==> config.mk <==
export PLATFORM = sky130hd
export DESIGN_NAME = sspTxPort
export DESIGN_NICKNAME = d
export VERILOG_FILES = /design/src/rtl/sspTxPkg.sv /design/src/rtl/sspTxSampler.sv /design/src/rtl/sspTxCtrl.sv /design/src/rtl/sspTxDatapath.sv /design/src/rtl/sspTxPort.sv
export SDC_FILE = /design/constraint.sdc
export NUM_CORES = 1
export LEC_CHECK = 0
export CORE_UTILIZATION = 57
export DETAILED_ROUTE_END_ITERATION = 10
export PLACE_DENSITY = 0.82
export SLEW_MARGIN = 20
export SYNTH_ARGS = -nofsm -noshare
export SYNTH_HDL_FRONTEND = slang
export SYNTH_SLANG_ARGS = --single-unit
==> constraint.sdc <==
create_clock -name clk -period 2.9 [get_ports clk]
set_clock_uncertainty 0.2 [all_clocks]
set_input_delay 0.58 -clock clk [delete_from_list [all_inputs] [get_ports clk]]
set_output_delay 0.58 -clock clk [all_outputs]
set_load 0.005 [all_outputs]
==> src/rtl/sspTxPkg.sv <==
package sspTxPkg;

  typedef enum logic [2:0] {
    ST_OFF   = 3'd0,
    ST_ARMED = 3'd1,
    ST_DELAY = 3'd2,
    ST_SYNC  = 3'd3,
    ST_DATA  = 3'd4
  } txState_e;

  typedef struct packed {
    logic loadSync;
    logic loadWord;
    logic shift;
  } txStrobes_t;

  localparam logic [1:0] START_CONT = 2'b00;
  localparam logic [1:0] START_RISE = 2'b01;
  localparam logic [1:0] START_FALL = 2'b10;

endpackage

==> src/rtl/sspTxSampler.sv <==
module sspTxSampler #(
  parameter int SYNC_STAGES = 2
) (
  input  logic clk,
  input  logic rstN,
  input  logic txClkPin,
  input  logic frameSyncIn,
  output logic bitTick,
  output logic fsRise,
  output logic fsFall
);

  logic [SYNC_STAGES:0] clkPipe;
  logic [SYNC_STAGES:0] fsPipe;

  genvar gi;
  generate
    for (gi = 0; gi <= SYNC_STAGES; gi++) begin : g_stage
      if (gi == 0) begin : g_first
        always_ff @(posedge clk or negedge rstN) begin
          if (!rstN) begin
            clkPipe[0] <= 1'b0;
            fsPipe[0]  <= 1'b0;
          end else begin
            clkPipe[0] <= txClkPin;
            fsPipe[0]  <= frameSyncIn;
          end
        end
      end else begin : g_next
        always_ff @(posedge clk or negedge rstN) begin
          if (!rstN) begin
            clkPipe[gi] <= 1'b0;
            fsPipe[gi]  <= 1'b0;
          end else begin
            clkPipe[gi] <= clkPipe[gi-1];
            fsPipe[gi]  <= fsPipe[gi-1];
          end
        end
      end
    end
  endgenerate

  assign bitTick = clkPipe[SYNC_STAGES-1] & ~clkPipe[SYNC_STAGES];
  assign fsRise  = fsPipe[SYNC_STAGES-1] & ~fsPipe[SYNC_STAGES];
  assign fsFall  = ~fsPipe[SYNC_STAGES-1] & fsPipe[SYNC_STAGES];

endmodule

==> src/rtl/sspTxCtrl.sv <==
module sspTxCtrl
  import sspTxPkg::*;
#(
  parameter int LEN_W   = 4,
  parameter int WORDS_W = 4,
  parameter int DLY_W   = 4
) (
  input  logic               clk,
  input  logic               rstN,
  input  logic               bitTick,
  input  logic               fsRise,
  input  logic               fsFall,
  input  logic               holdFull,
  input  logic               cmdEnable,
  input  logic               cmdDisable,
  input  logic [1:0]         cfgStartSel,
  input  logic [DLY_W-1:0]   cfgStartDly,
  input  logic               cfgSyncEn,
  input  logic [LEN_W-1:0]   cfgSyncLenM1,
  input  logic [LEN_W-1:0]   cfgWordLenM1,
  input  logic [WORDS_W-1:0] cfgWordsM1,
  output txStrobes_t         strobes,
  output logic               busy
);

  txState_e            stateQ, stateD;
  logic [DLY_W-1:0]    dlyQ, dlyD;
  logic [LEN_W-1:0]    bitsQ, bitsD;
  logic [WORDS_W-1:0]  wordsQ, wordsD;
  logic                stopQ, stopD;
  logic                startEvt;
  logic                stopNow;

  always_comb begin
    case (cfgStartSel)
      START_CONT: startEvt = holdFull;
      START_RISE: startEvt = fsRise;
      START_FALL: startEvt = fsFall;
      default:    startEvt = 1'b0;
    endcase
  end

  assign stopNow = stopQ | cmdDisable;
  assign busy    = (stateQ == ST_SYNC) || (stateQ == ST_DATA);

  always_comb begin
    stateD  = stateQ;
    dlyD    = dlyQ;
    bitsD   = bitsQ;
    wordsD  = wordsQ;
    stopD   = stopQ;
    strobes = '0;
    case (stateQ)
      ST_OFF: begin
        stopD = 1'b0;
        if (cmdEnable && !cmdDisable) stateD = ST_ARMED;
      end
      ST_ARMED: begin
        if (cmdDisable) begin
          stateD = ST_OFF;
        end else if (startEvt) begin
          stateD = ST_DELAY;
          dlyD   = cfgStartDly;
        end
      end
      ST_DELAY: begin
        if (cmdDisable) begin
          stateD = ST_OFF;
        end else if (bitTick) begin
          if (dlyQ != '0) begin
            dlyD = dlyQ - 1'b1;
          end else if (cfgSyncEn) begin
            strobes.loadSync = 1'b1;
            bitsD  = cfgSyncLenM1;
            stateD = ST_SYNC;
          end else begin
            strobes.loadWord = 1'b1;
            bitsD  = cfgWordLenM1;
            wordsD = cfgWordsM1;
            stateD = ST_DATA;
          end
        end
      end
      ST_SYNC: begin
        if (cmdDisable) stopD = 1'b1;
        if (bitTick) begin
          if (bitsQ != '0) begin
            strobes.shift = 1'b1;
            bitsD = bitsQ - 1'b1;
          end else if (stopNow) begin
            stateD = ST_OFF;
          end else begin
            strobes.loadWord = 1'b1;
            bitsD  = cfgWordLenM1;
            wordsD = cfgWordsM1;
            stateD = ST_DATA;
          end
        end
      end
      ST_DATA: begin
        if (cmdDisable) stopD = 1'b1;
        if (bitTick) begin
          if (bitsQ != '0) begin
            strobes.shift = 1'b1;
            bitsD = bitsQ - 1'b1;
          end else if (stopNow) begin
            stateD = ST_OFF;
          end else if (wordsQ != '0) begin
            strobes.loadWord = 1'b1;
            bitsD  = cfgWordLenM1;
            wordsD = wordsQ - 1'b1;
          end else begin
            stateD = ST_ARMED;
          end
        end
      end
      default: stateD = ST_OFF;
    endcase
    if (cmdEnable && !cmdDisable) stopD = 1'b0;
  end

  always_ff @(posedge clk or negedge rstN) begin
    if (!rstN) begin
      stateQ <= ST_OFF;
      dlyQ   <= '0;
      bitsQ  <= '0;
      wordsQ <= '0;
      stopQ  <= 1'b0;
    end else begin
      stateQ <= stateD;
      dlyQ   <= dlyD;
      bitsQ  <= bitsD;
      wordsQ <= wordsD;
      stopQ  <= stopD;
    end
  end

  AST_ONE_STROBE: assert property (@(posedge clk) disable iff (!rstN)
    $onehot0({strobes.loadSync, strobes.loadWord, strobes.shift}));

  AST_STROBE_NEEDS_TICK: assert property (@(posedge clk) disable iff (!rstN)
    !bitTick |-> !(strobes.loadSync || strobes.loadWord || strobes.shift));

  AST_START_NEEDS_EVENT: assert property (@(posedge clk) disable iff (!rstN)
    (stateQ == ST_ARMED && !startEvt) |=> (stateQ == ST_ARMED || stateQ == ST_OFF));

  AST_OFF_STAYS_QUIET: assert property (@(posedge clk) disable iff (!rstN)
    (stateQ == ST_OFF && !cmdEnable) |=> stateQ == ST_OFF);

endmodule

==> src/rtl/sspTxDatapath.sv <==
module sspTxDatapath
  import sspTxPkg::*;
#(
  parameter int MAX_BITS = 16,
  parameter int LEN_W    = 4
) (
  input  logic                clk,
  input  logic                rstN,
  input  logic                wrEn,
  input  logic [MAX_BITS-1:0] wrData,
  input  txStrobes_t          strobes,
  input  logic                busy,
  input  logic [LEN_W-1:0]    cfgSyncLenM1,
  input  logic [MAX_BITS-1:0] cfgSyncData,
  input  logic [LEN_W-1:0]    cfgWordLenM1,
  input  logic                cfgMsbFirst,
  input  logic                cfgIdleLevel,
  output logic                holdFull,
  output logic                txData
);

  localparam logic [LEN_W-1:0] TOP_IDX = LEN_W'(MAX_BITS - 1);

  logic [MAX_BITS-1:0] holdReg;
  logic [MAX_BITS-1:0] shiftReg;
  logic                bitQ;
  logic [MAX_BITS-1:0] loadSrc;
  logic [LEN_W-1:0]    loadLenM1;
  logic [MAX_BITS-1:0] loadAligned;
  logic                loading;

  assign loading = strobes.loadSync | strobes.loadWord;

  always_comb begin
    if (strobes.loadSync) begin
      loadSrc   = cfgSyncData;
      loadLenM1 = cfgSyncLenM1;
    end else begin
      loadSrc   = holdFull ? holdReg : {MAX_BITS{cfgIdleLevel}};
      loadLenM1 = cfgWordLenM1;
    end
    loadAligned = loadSrc << (TOP_IDX - loadLenM1);
  end

  always_ff @(posedge clk or negedge rstN) begin
    if (!rstN) begin
      holdReg  <= '0;
      holdFull <= 1'b0;
    end else if (holdFull) begin
      if (strobes.loadWord) holdFull <= 1'b0;
    end else if (wrEn) begin
      holdReg  <= wrData;
      holdFull <= 1'b1;
    end
  end

  always_ff @(posedge clk or negedge rstN) begin
    if (!rstN) begin
      shiftReg <= '0;
      bitQ     <= 1'b0;
    end else if (loading) begin
      if (cfgMsbFirst) begin
        bitQ     <= loadAligned[MAX_BITS-1];
        shiftReg <= loadAligned << 1;
      end else begin
        bitQ     <= loadSrc[0];
        shiftReg <= loadSrc >> 1;
      end
    end else if (strobes.shift) begin
      if (cfgMsbFirst) begin
        bitQ     <= shiftReg[MAX_BITS-1];
        shiftReg <= shiftReg << 1;
      end else begin
        bitQ     <= shiftReg[0];
        shiftReg <= shiftReg >> 1;
      end
    end
  end

  assign txData = busy ? bitQ : cfgIdleLevel;

  AST_FULL_WRITE_DROPPED: assert property (@(posedge clk) disable iff (!rstN)
    (holdFull && wrEn) |=> $stable(holdReg));

  AST_LOAD_FREES_HOLD: assert property (@(posedge clk) disable iff (!rstN)
    (holdFull && strobes.loadWord) |=> !holdFull);

  AST_EMPTY_WRITE_FILLS: assert property (@(posedge clk) disable iff (!rstN)
    (!holdFull && wrEn) |=> holdFull);

endmodule

==> src/rtl/sspTxPort.sv <==
module sspTxPort
  import sspTxPkg::*;
#(
  parameter int MAX_BITS    = 16,
  parameter int MAX_WORDS   = 16,
  parameter int MAX_DELAY   = 15,
  parameter int SYNC_STAGES = 2,
  localparam int LEN_W      = $clog2(MAX_BITS),
  localparam int WORDS_W    = $clog2(MAX_WORDS),
  localparam int DLY_W      = $clog2(MAX_DELAY + 1)
) (
  input  logic                clk,
  input  logic                rstN,
  input  logic                wrEn,
  input  logic [MAX_BITS-1:0] wrData,
  input  logic                cmdEnable,
  input  logic                cmdDisable,
  input  logic [1:0]          cfgStartSel,
  input  logic [DLY_W-1:0]    cfgStartDly,
  input  logic                cfgSyncEn,
  input  logic [LEN_W-1:0]    cfgSyncLenM1,
  input  logic [MAX_BITS-1:0] cfgSyncData,
  input  logic [LEN_W-1:0]    cfgWordLenM1,
  input  logic [WORDS_W-1:0]  cfgWordsM1,
  input  logic                cfgMsbFirst,
  input  logic                cfgIdleLevel,
  input  logic                txClkPin,
  input  logic                frameSyncIn,
  output logic                txData,
  output logic                txReady,
  output logic                txEmpty
);

  logic       bitTick;
  logic       fsRise;
  logic       fsFall;
  logic       holdFull;
  logic       busy;
  txStrobes_t strobes;

  sspTxSampler #(.SYNC_STAGES(SYNC_STAGES)) sampler_i (
    .clk         (clk),
    .rstN        (rstN),
    .txClkPin    (txClkPin),
    .frameSyncIn (frameSyncIn),
    .bitTick     (bitTick),
    .fsRise      (fsRise),
    .fsFall      (fsFall)
  );

  sspTxCtrl #(.LEN_W(LEN_W), .WORDS_W(WORDS_W), .DLY_W(DLY_W)) ctrl_i (
    .clk          (clk),
    .rstN         (rstN),
    .bitTick      (bitTick),
    .fsRise       (fsRise),
    .fsFall       (fsFall),
    .holdFull     (holdFull),
    .cmdEnable    (cmdEnable),
    .cmdDisable   (cmdDisable),
    .cfgStartSel  (cfgStartSel),
    .cfgStartDly  (cfgStartDly),
    .cfgSyncEn    (cfgSyncEn),
    .cfgSyncLenM1 (cfgSyncLenM1),
    .cfgWordLenM1 (cfgWordLenM1),
    .cfgWordsM1   (cfgWordsM1),
    .strobes      (strobes),
    .busy         (busy)
  );

  sspTxDatapath #(.MAX_BITS(MAX_BITS), .LEN_W(LEN_W)) data_i (
    .clk          (clk),
    .rstN         (rstN),
    .wrEn         (wrEn),
    .wrData       (wrData),
    .strobes      (strobes),
    .busy         (busy),
    .cfgSyncLenM1 (cfgSyncLenM1),
    .cfgSyncData  (cfgSyncData),
    .cfgWordLenM1 (cfgWordLenM1),
    .cfgMsbFirst  (cfgMsbFirst),
    .cfgIdleLevel (cfgIdleLevel),
    .holdFull     (holdFull),
    .txData       (txData)
  );

  assign txReady = ~holdFull;
  assign txEmpty = ~holdFull & ~busy;

  AST_EMPTY_MEANS_READY: assert property (@(posedge clk) disable iff (!rstN)
    txEmpty |-> txReady);

  AST_LINE_ON_TICK: assert property (@(posedge clk) disable iff (!rstN)
    !bitTick |=> ($stable(txData) || !$stable(cfgIdleLevel)));

endmodule

==> out/results.ini, run 1 <==
[status]
outcome=finished, final reports clean

[worst_setup_path]
endpoint_kind=output port
timing.rr.end=data_i.shiftReg[2]$_DFFE_PN0P_
critical_path_required_ns=2.12
worst_path_maximum_fanout=11
ff2ff_setup_slack_ns=0.12
cp_data_arrival_time_ns=2.08
crit_type=reg2out
r2r-start=ctrl_i.dlyQ[0]$_DFFE_PN0P_
worst-r2r-cell-count=9
timing.critical_path.from_type=flip-flop
startpoint=ctrl_i.stateQ[2]$_DFFE_PN0P_

[timing]
final_max_slew_viol_count=0
relSlewSlack=0.506
post-route-min-period_ns=2.86
setup_total_negative_slack_ns=0
max_slew.worst_pin.slew_ns=0.740
clock.fmax_ghz=0.349
number_of_hold_slack_violations_in_the_final_timing_report=0
timing.final.crit_share=0.987
finalSetupViolations=0
setup_repair_after_global_routing_missed_its_margin=yes

[layout]
fin_area_sq_um=6060
layout.area.seq_sq_um=1400
areaGrowthSynthToFinish_pct=26.5
final_net_count=705
multiInputGateArea_sq_um=3120
insertedDiodeCount=0
layout_cell_share_with_drive_strength_beyond_1=0.213
nFillCells=648
instances_no_fill=745

[drt]
drc_violation_total_after_the_first_tritonroute_iteration=475
antenna_left=0
via_count=4886
post-route-drc-count=0
route.final.wire_length_um=15200
drt-vias-per-instance=6.56
firstDrtPassIters=7
wire_per_inst_um=20.4

[floorplan]
start_util=0.586
die_h_um=93.7
floorplan.die_area_sq_um=8780
die_w_um=93.7
floorplan.core_area_sq_um=8180
rows=33
ios=63

[clock_network]
clock-sinks=56
tritoncts=built
clock_insertion_delay_worst_skew_ns=0.32
cts_hold_buffers=0
tritoncts.num_buffers=5
htree_levels=2
cts_max_path_buffers=2
cts-root-buf=sky130_fd_sc_hd__clkbuf_8
clkTransAtPathRegs_ns=0.11

[synth]
yosysMostFrequentCell=sky130_fd_sc_hd__dfrtp_1
synth.yosys.seq_area_share=0.292
synth.yosys.warnings=0
ys_dominant_reg_cell=sky130_fd_sc_hd__dfrtp_1
yosysTopAreaCell=sky130_fd_sc_hd__dfrtp_1
post_synth_most_frequent_cells=sky130_fd_sc_hd__dfrtp_1, sky130_fd_sc_hd__mux2i_1, sky130_fd_sc_hd__nor2_1
synth-edff-count=0
yosysUniqueCellTypes=76
ys_top_cells_by_area=sky130_fd_sc_hd__dfrtp_1, sky130_fd_sc_hd__mux2i_1, sky130_fd_sc_hd__mux2_2
synthCells=542
number_of_nets_produced_by_synthesis=607
mapped_area_sq_um=4790
syn_area_per_cell_sq_um=8.85
postSynthRegisterBits=56
synth_largest_type_area_fraction=0.292
ys_async_sr_fraction=1.00

[pwr]
power.density_cell_area_nw_per_um2=623
total_power_mw=3.78
p_leak_nw=2.55
ir_drop_mv=0.378

[global_route]
grt_usage=0.360
grt_pass1_wl_um=24200
grt_pass1_vias=4676
grt_max_degree=51
grt_antenna_before_repair=0
overflow=0

[flow_run]
number_of_max_capacitance_violations_reported=0

[placed_design]
dp_cells=737
place_congestion=0.971
place.detailed.hpwl_um=11700
placedInstanceArea_sq_um=5920
buffer_ports.inserted=62

[hold_path]
worst_hold_path_type=in2async

==> flip-flops by register name, summed over array words and instances, names as in the netlist <==
name	cells
sampler_i.clkPipe	3
data_i.holdReg	16
ctrl_i.stateQ	3
ctrl_i.wordsQ	4
ctrl_i.dlyQ	4
data_i.shiftReg	16
ctrl_i.bitsQ	4
ctrl_i.stopQ	1
data_i.holdFull	1
data_i.bitQ	1
sampler_i.fsPipe	3
==> report_power, final <==
part | leakage, nW | internal, mW | total, mW | switching [mW]
logic | 1.81 | 0.966 | 2.05 | 1.09
registers | 0.701 | 1.03 | 1.30 | 0.273
clock network | 0.0410 | 0.166 | 0.426 | 0.261
==> kinds of logic after synthesis <==
family	Yosys count	synth area share
AOI/OAI and AO/OA	164	0.238
adders and majority gates	5	0.0130
DFF	56	0.292
and+or+nand+nor	175	0.199
muxes	76	0.188
buffers and inverters	65	0.0684
xor gates and xnor gates	1	0.00183
==> worst max-delay path, stage by stage (launching register included) <==
cell and delay, ns:
sky130_fd_sc_hd__dfrtp_2 0.47, sky130_fd_sc_hd__or3b_4 0.42, sky130_fd_sc_hd__nand2_2 0.08, sky130_fd_sc_hd__mux2_2 0.35, sky130_fd_sc_hd__clkdlybuf4s50_1 0.44
==> placed cells by master (no fill, tap or decap), drive strengths merged, types with 4 or more instances in the layout <==
master and n:
buf 76, clkdlybuf4s50 60, dfrtp 56, mux2i 49
nor2 41, nand2 39, a21oi 36, o21ai 32
nor3 27, a211oi 25, mux2 20, inv 18
nand3 18, a31oi 10, nor4 8, o31ai 7
mux4 7, nand3b 6, a221oi 6, clkbuf 6
nor3b 6, nor2b 5, o211ai 5, o2111ai 5
a22oi 5, ha 5, or3b 5, a41oi 4
nand2b 4, or2 4
==> per-stage QoR <==
stage          setup slack, ns  utilization  hold slack [ns]
2_1_floorplan            0.361            -           0.0844
3_3_place_gp            -0.196        0.724            0.135
3_5_place_dp            -0.258        0.724            0.137
4_1_cts                0.00824        0.735            0.106
5_1_grt              -0.000630        0.742            0.142
6_report                0.0385        0.742           0.0922
==> area by class of cell <==
cell class | instances | share of cell area
Clock inverter | 1 | 0.000825
Sequential cell | 56 | 0.232
Tap cell | 105 | 0.0217
Timing Repair Buffer | 137 | 0.208
Multi-Input combinational cell | 421 | 0.514
Inverter | 19 | 0.0118
Clock buffer | 6 | 0.0120
==> how the worst max path moves through the flow <==
stage          cells after the start  slack [ns]                         endpoint
6_report                           4        0.04                           txData
5_1_grt                            9     -0.0006   data_i.shiftReg[2]$_DFFE_PN0P_
4_1_cts                           10       0.008   data_i.shiftReg[4]$_DFFE_PN0P_
3_5_place_dp                       8       -0.26          data_i.bitQ$_DFFE_PN0P_
3_3_place_gp                       7       -0.20  data_i.shiftReg[12]$_DFFE_PN0P_
2_1_floorplan                      7        0.36  data_i.shiftReg[12]$_DFFE_PN0P_
==> layer usage <==
layer  up-vias  share of wire  routed length [um]  global-route usage
li1       2266              -                   -                   -
met1      2343           0.42                6440               0.495
met2       244           0.48                7220               0.589
met3        33          0.080                1210              0.0510
met4         0          0.020                 304               0.106
met5         -              0                   0                   0
==> timing repair <==
action / in CTS / in global routing
resized for setup: 3 / 11
setup buffers: 1 / 0
pin swaps: 1 / 0
endpoints found under the setup margin: 2 / 16
cloned: 0 / 0
(Power assumes the default switching activity.)
==> run 2, diff against run 1 <==
SLEW_MARGIN = default   (was 20)
==> results of run 2 <==
Final layout, timing and power as in run 1 (identical DEF).
